**src/rtl/pll_chan_div.sv**
```systemverilog
module pll_chan_div #(
  parameter int DIV_W     = 8,
  parameter int FIXED_DIV = 1
) (
  input  logic             clk,
  input  logic             rst_n,
  input  logic             pll_tick,
  input  logic             pll_running,
  input  logic             cfg_disable,
  input  logic             cfg_hold,
  input  logic [DIV_W-1:0] cfg_div,
  output logic             chan_tick,
  output logic             chan_active
);

  localparam int FX_W = (FIXED_DIV > 1) ? $clog2(FIXED_DIV) : 1;
  localparam logic [DIV_W-1:0] DIV_MAX = '1;

  logic [DIV_W-1:0] div_eff, div_lat, pcnt;
  logic             prog_wrap, fix_wrap;

  assign div_eff     = (cfg_div == '0) ? DIV_MAX : cfg_div;
  assign chan_active = !cfg_disable && !cfg_hold && pll_running;
  assign prog_wrap   = chan_active && pll_tick && (pcnt == div_lat - DIV_W'(1));
  assign chan_tick   = prog_wrap && fix_wrap;

  always_ff @(posedge clk) begin
    if (!rst_n) begin
      pcnt    <= '0;
      div_lat <= DIV_MAX;
    end else if (!chan_active) begin
      pcnt    <= '0;
      div_lat <= div_eff;
    end else if (prog_wrap) begin
      pcnt <= '0;
      if (fix_wrap) div_lat <= div_eff;
    end else if (pll_tick) begin
      pcnt <= pcnt + DIV_W'(1);
    end
  end

  generate
    if (FIXED_DIV > 1) begin : g_fixed
      logic [FX_W-1:0] fcnt;
      assign fix_wrap = (fcnt == FX_W'(FIXED_DIV - 1));
      always_ff @(posedge clk) begin
        if (!rst_n || !chan_active) fcnt <= '0;
        else if (prog_wrap)         fcnt <= fix_wrap ? '0 : fcnt + FX_W'(1);
      end
    end else begin : g_nofixed
      assign fix_wrap = 1'b1;
    end
  endgenerate

  int chk_gap, chk_ratio;

  always_ff @(posedge clk) begin
    if (!rst_n) begin
      chk_gap   <= 0;
      chk_ratio <= (2**DIV_W - 1) * FIXED_DIV;
    end else if (!chan_active || chan_tick) begin
      chk_gap   <= 0;
      chk_ratio <= ((cfg_div == '0) ? (2**DIV_W - 1) : int'(cfg_div)) * FIXED_DIV;
    end else if (pll_tick) begin
      chk_gap <= chk_gap + 1;
    end
  end

  assert_period_R5: assert property (@(posedge clk) disable iff (!rst_n)
    chan_tick |-> (chk_gap + 1 == chk_ratio));
  assert_no_missed_R7: assert property (@(posedge clk) disable iff (!rst_n)
    (chan_active && pll_tick && (chk_gap + 1 == chk_ratio)) |-> chan_tick);
  assert_quiet_disable_R1: assert property (@(posedge clk) disable iff (!rst_n)
    cfg_disable |-> (!chan_tick && !chan_active));
  assert_quiet_hold_R2: assert property (@(posedge clk) disable iff (!rst_n)
    cfg_hold |-> (!chan_tick && !chan_active));
  assert_quiet_parent_R3: assert property (@(posedge clk) disable iff (!rst_n)
    !pll_running |-> (!chan_tick && !chan_active));
  assert_restart_R8: assert property (@(posedge clk) disable iff (!rst_n)
    $rose(chan_active) |-> (pcnt == '0));
  assert_needs_input_R10: assert property (@(posedge clk) disable iff (!rst_n)
    !pll_tick |-> !chan_tick);

endmodule

```
**config.mk**
```make
export PLATFORM = sky130hd
export DESIGN_NAME = pll_chan_div
export DESIGN_NICKNAME = d
export VERILOG_FILES = /design/src/rtl/pll_chan_div.sv
export SDC_FILE = /design/constraint.sdc
export NUM_CORES = 1
export LEC_CHECK = 0
export CAP_MARGIN = 20
export CELL_PAD_IN_SITES_DETAIL_PLACEMENT = 1
export CELL_PAD_IN_SITES_GLOBAL_PLACEMENT = 1
export CORE_UTILIZATION = 38
export DETAILED_ROUTE_END_ITERATION = 10
export PLACE_DENSITY_LB_ADDON = 0.08
export SLEW_MARGIN = 5
export SYNTH_ARGS = -nofsm -noshare
export SYNTH_HDL_FRONTEND = slang
export SYNTH_SLANG_ARGS = --single-unit
```
**constraint.sdc**
```tcl
create_clock -name clk -period 2.7 [get_ports clk]
set_input_delay 0.405 -clock clk [delete_from_list [all_inputs] [get_ports clk]]
set_output_delay 0.405 -clock clk [all_outputs]
set_load 0.05 [all_outputs]
```
==> reports/results.env <==
TRITONCTS='done'
GRT_PASS1_WL_UM=3120
NUMCTSBUFFERS=3
NETS=125
PERIOD_MINUS_SLACK_NS=2.51
GRT.TOTAL_USAGE_PCT=17.0
FINALSETUPVIOLATIONS=0
START_KIND='register'
CP_NUM_BUF_INV=2
MAX_STAGE_DELAY_NS=0.41
IO-PIN-COUNT=16
LAYOUT_WORST_PATH_CYCLE_SHARE_PCT=92.9
SETUP_REPAIR_AFTER_GLOBAL_ROUTING_MISSED_ITS_MARGIN='false'
POST_SYNTHESIS_INSTANCE_AREA_UM2=880
WORSTSETUPPATHTYPE='reg2out'
PWR_DENSITY_nW_PER_UM2=436
SYNTH_FP_NETS=106
CP_TOP_FAMILY='simple AND/OR/NAND/NOR gates'
MAXIMUM_VDD_DROP_V=0.000231
REPORT.FINAL.HOLD_VIOL_COUNT=0
POST_SYNTH_INST_COUNT=90
DETAILEDROUTE.FIRSTPASSITERATIONCOUNT=4
TIMING.SLEW.HEADROOM_PCT=67.3
DRT_ITER0_MARKERS=9
DRT_TOTAL_WL_UM=1860
WORSTSETUPENDPOINTTYPE='output port'
CTS-ROOT-TO-SINK-BUFFERS=2
SWITCHING_SHARE_PCT=23.9
HOLDCRITPATHCLASS='reg2reg'
FLOORPLAN.ROWS=17
INITIAL_UTILIZATION_PCT=40.1
POST_SYNTH_NUM_CELL_TYPES=29
SYNTH.AVG_CELL_AREA_UM2=9.77
TOTAL_LEAKAGE_POWER_nW=0.404
ANTENNA_CELLS=0
FINAL_UTIL_PCT=50.0
DP_HPWL_UM=1450
AREA_GROWTH_PCT=24.6
CLOCK_TREE.ROOT_CELL='clkbuf_4'
STAGES_ON_WORST_SETUP_PATH=7
SHARE_COMB_OF_TOTAL_POWER_PCT=13.4
DRC=0
SEQ_AREA_FRAC_SYNTH_PCT=36.4
GRT_MAX_DEGREE=16
CLOCK_LATENCY_NS=0.29
FP.DIEAREA_UM2=2510
CRITICAL_PATH_REQUIRED_NS=2.30
SLEW_VIOL_FINAL=0
INTERNAL_POWER_W=0.000364
SYNTH.YOSYS.WARNINGS=0
R2R.WORST_PATH.CELLS=8
POST_CTS_BUFFERS=0
CLK_PIN_SLEW_NS=0.10
CRITICAL_PATH.CELL_CHAIN='inv_1 > ha_1 > xor2_1 > nand4_1 > nor4_4 > and3_2 > buf_12'
CTS_HTREE_LEVELS=1
PWR-SHARE-SEQ_PCT=53.0
MAX_SLEW.WORST_PIN.SLEW_NS=0.489
MIN_PATH_CELLS=1
GRT_OVERFLOW_TOTAL=0
DIE-WIDTH_UM=50.1
CRITPATHMAXFANOUT=4
FINCLKSKEW_NS=0.00392
POWER.NET_SWITCHING_W=0.000114
COREAREA_UM2=2190
CTS.HOLD.BUFFERS_ADDED=0
ANT_NETS=0
COUNT_OF_STATE_ELEMENTS_AFTER_SYNTHESIS=16
CLKPWRFRAC_PCT=33.6
VIA_COUNT=692
POST_CTS.RESIZED_INSTANCES=0
WORST-ENDPOINT-ARRIVAL_NS=2.10
CLOCK.FMAX_MHz=399
DIE_H_UM=50.1
CLKSINKCOUNT=16
RESULT_OF_THE_RUN='complete, no violations'
SETUP-TNS-FINAL_NS=0
PORTBUFFERS=15
CP_SLOWEST_CELL='dfxtp_1'
ROUTED_VIA_DENSITY=5.09
DRV_CAP=0
GRT_PASS1_VIAS=697
POST_DRT_WL_PER_CELL_UM=13.7
ANTENNA_FOUND_INITIAL=0
DRIVE_ABOVE_1_SHARE_PCT=16.7
FINALWEIGHTEDCONGESTION=0.735
final timing paths:
check,end,startpoint,slack [ns]
worst max-delay path,chan_tick,div_lat[0],0.19
worst min-delay path,div_lat[7],div_lat[7],0.52
worst max register to register,div_lat[3],div_lat[0],0.41
worst min register to register,div_lat[7],div_lat[7],0.52
layout by cell type (no fill, tap or decap), types with 2 or more instances in the layout:
master,n
dfxtp_1,16
clkdlybuf4s50_1,14
nor2_1,10
xnor2_1,10
xor2_1,8
o22a_2,7
nand2_1,4
inv_1,3
nand4_1,3
clkbuf_4,3
or3_1,2
nand3_1,2
nand2b_1,2
o21ai_0,2
or4_1,2
mux2i_1,2
ha_1,2
routing by layer:
layer | vias up | routed length, µm | share of wire, % | GRT usage [%]
li1 | 353 | - | - | -
met1 | 326 | 919 | 49 | 21.3
met2 | 9 | 859 | 46 | 27.6
met3 | 4 | 49 | 2.6 | 3.70
met4 | 0 | 31 | 1.7 | 7.14
met5 | - | 0 | 0 | 0
synth_stat cells:
master	number	area, µm²
a21oi_1	1	5.00
a31oi_2	1	12.5
and3_1	1	6.26
and3_2	1	7.51
and4_1	1	8.76
and4b_1	1	10.0
buf_6	2	22.5
dfxtp_1	16	320
ha_1	2	25.0
inv_1	3	11.3
mux2i_1	2	20.0
nand2_1	4	15.0
nand2_2	1	6.26
nand2b_1	2	12.5
nand3_1	2	10.0
nand4_1	3	18.8
nor2_1	10	37.5
nor3_1	1	5.00
nor3b_1	1	7.51
nor4_4	1	21.3
o21ai_0	2	10.0
o22a_2	7	70.1
or2_1	1	6.26
or3_1	2	12.5
or3b_1	1	8.76
or4_1	2	15.0
xnor2_1	10	87.6
xnor2_2	1	16.3
xor2_1	8	70.1
through the flow:
stage / area (µm²) / total power (W) / hold WS (ns) / setup WS [ns] / cells
after floorplan: 880 / 0.000295 / 0.467 / 0.450 / 90
after global placement: 1060 / 0.000323 / 0.498 / 0.243 / 132
after detailed placement: 1060 / 0.000323 / 0.499 / 0.212 / 132
after CTS: 1100 / 0.000486 / 0.523 / 0.176 / 136
after global routing: 1100 / 0.000502 / 0.568 / 0.0875 / 136
final: 1100 / 0.000478 / 0.518 / 0.192 / 136
sequential cells by signal (all words and copies together) (netlist names):
signal	count
div_lat	8
pcnt	8
layout make-up:
class	count	area, µm²
Fill cell	260	1090
Multi-Input combinational cell	69	526
Sequential cell	16	320
Timing Repair Buffer	16	168
Clock buffer	4	36.3
Tap cell	28	35.0
Inverter	3	11.3
worst reg2reg max path, delay by kind of cell (launching register included):
family | cells | cell delay, ns
compound gates | 2 | 0.41
xor+xnor | 1 | 0.13
fa+ha+maj | 1 | 0.30
buf+inv | 1 | 0.06
flops | 1 | 0.41
simple gates | 3 | 0.87
kinds of logic after synthesis:
group                      count (synthesis)  synth area share, %
and+or+nand+nor                           35                 23.8
muxes                                      2                 2.28
adders and majority gates                  2                 2.84
xor gates and xnor gates                  19                 19.8
AOI/OAI and AO/OA                         11                 11.1
DFF                                       16                 36.4
buffers and inverters                      5                 3.84
power by group through the flow:
stage	Sequential (W)	Clock, W	Combinational (W)
finish	0.000253	0.000161	0.0000642
global route	0.000255	0.000177	0.0000703
CTS	0.000253	0.000167	0.0000650
global placement	0.000259	0	0.0000637
detailed placement	0.000259	0	0.0000647
floorplan	0.000256	0	0.0000392
Power figures use the tool's default switching activity.
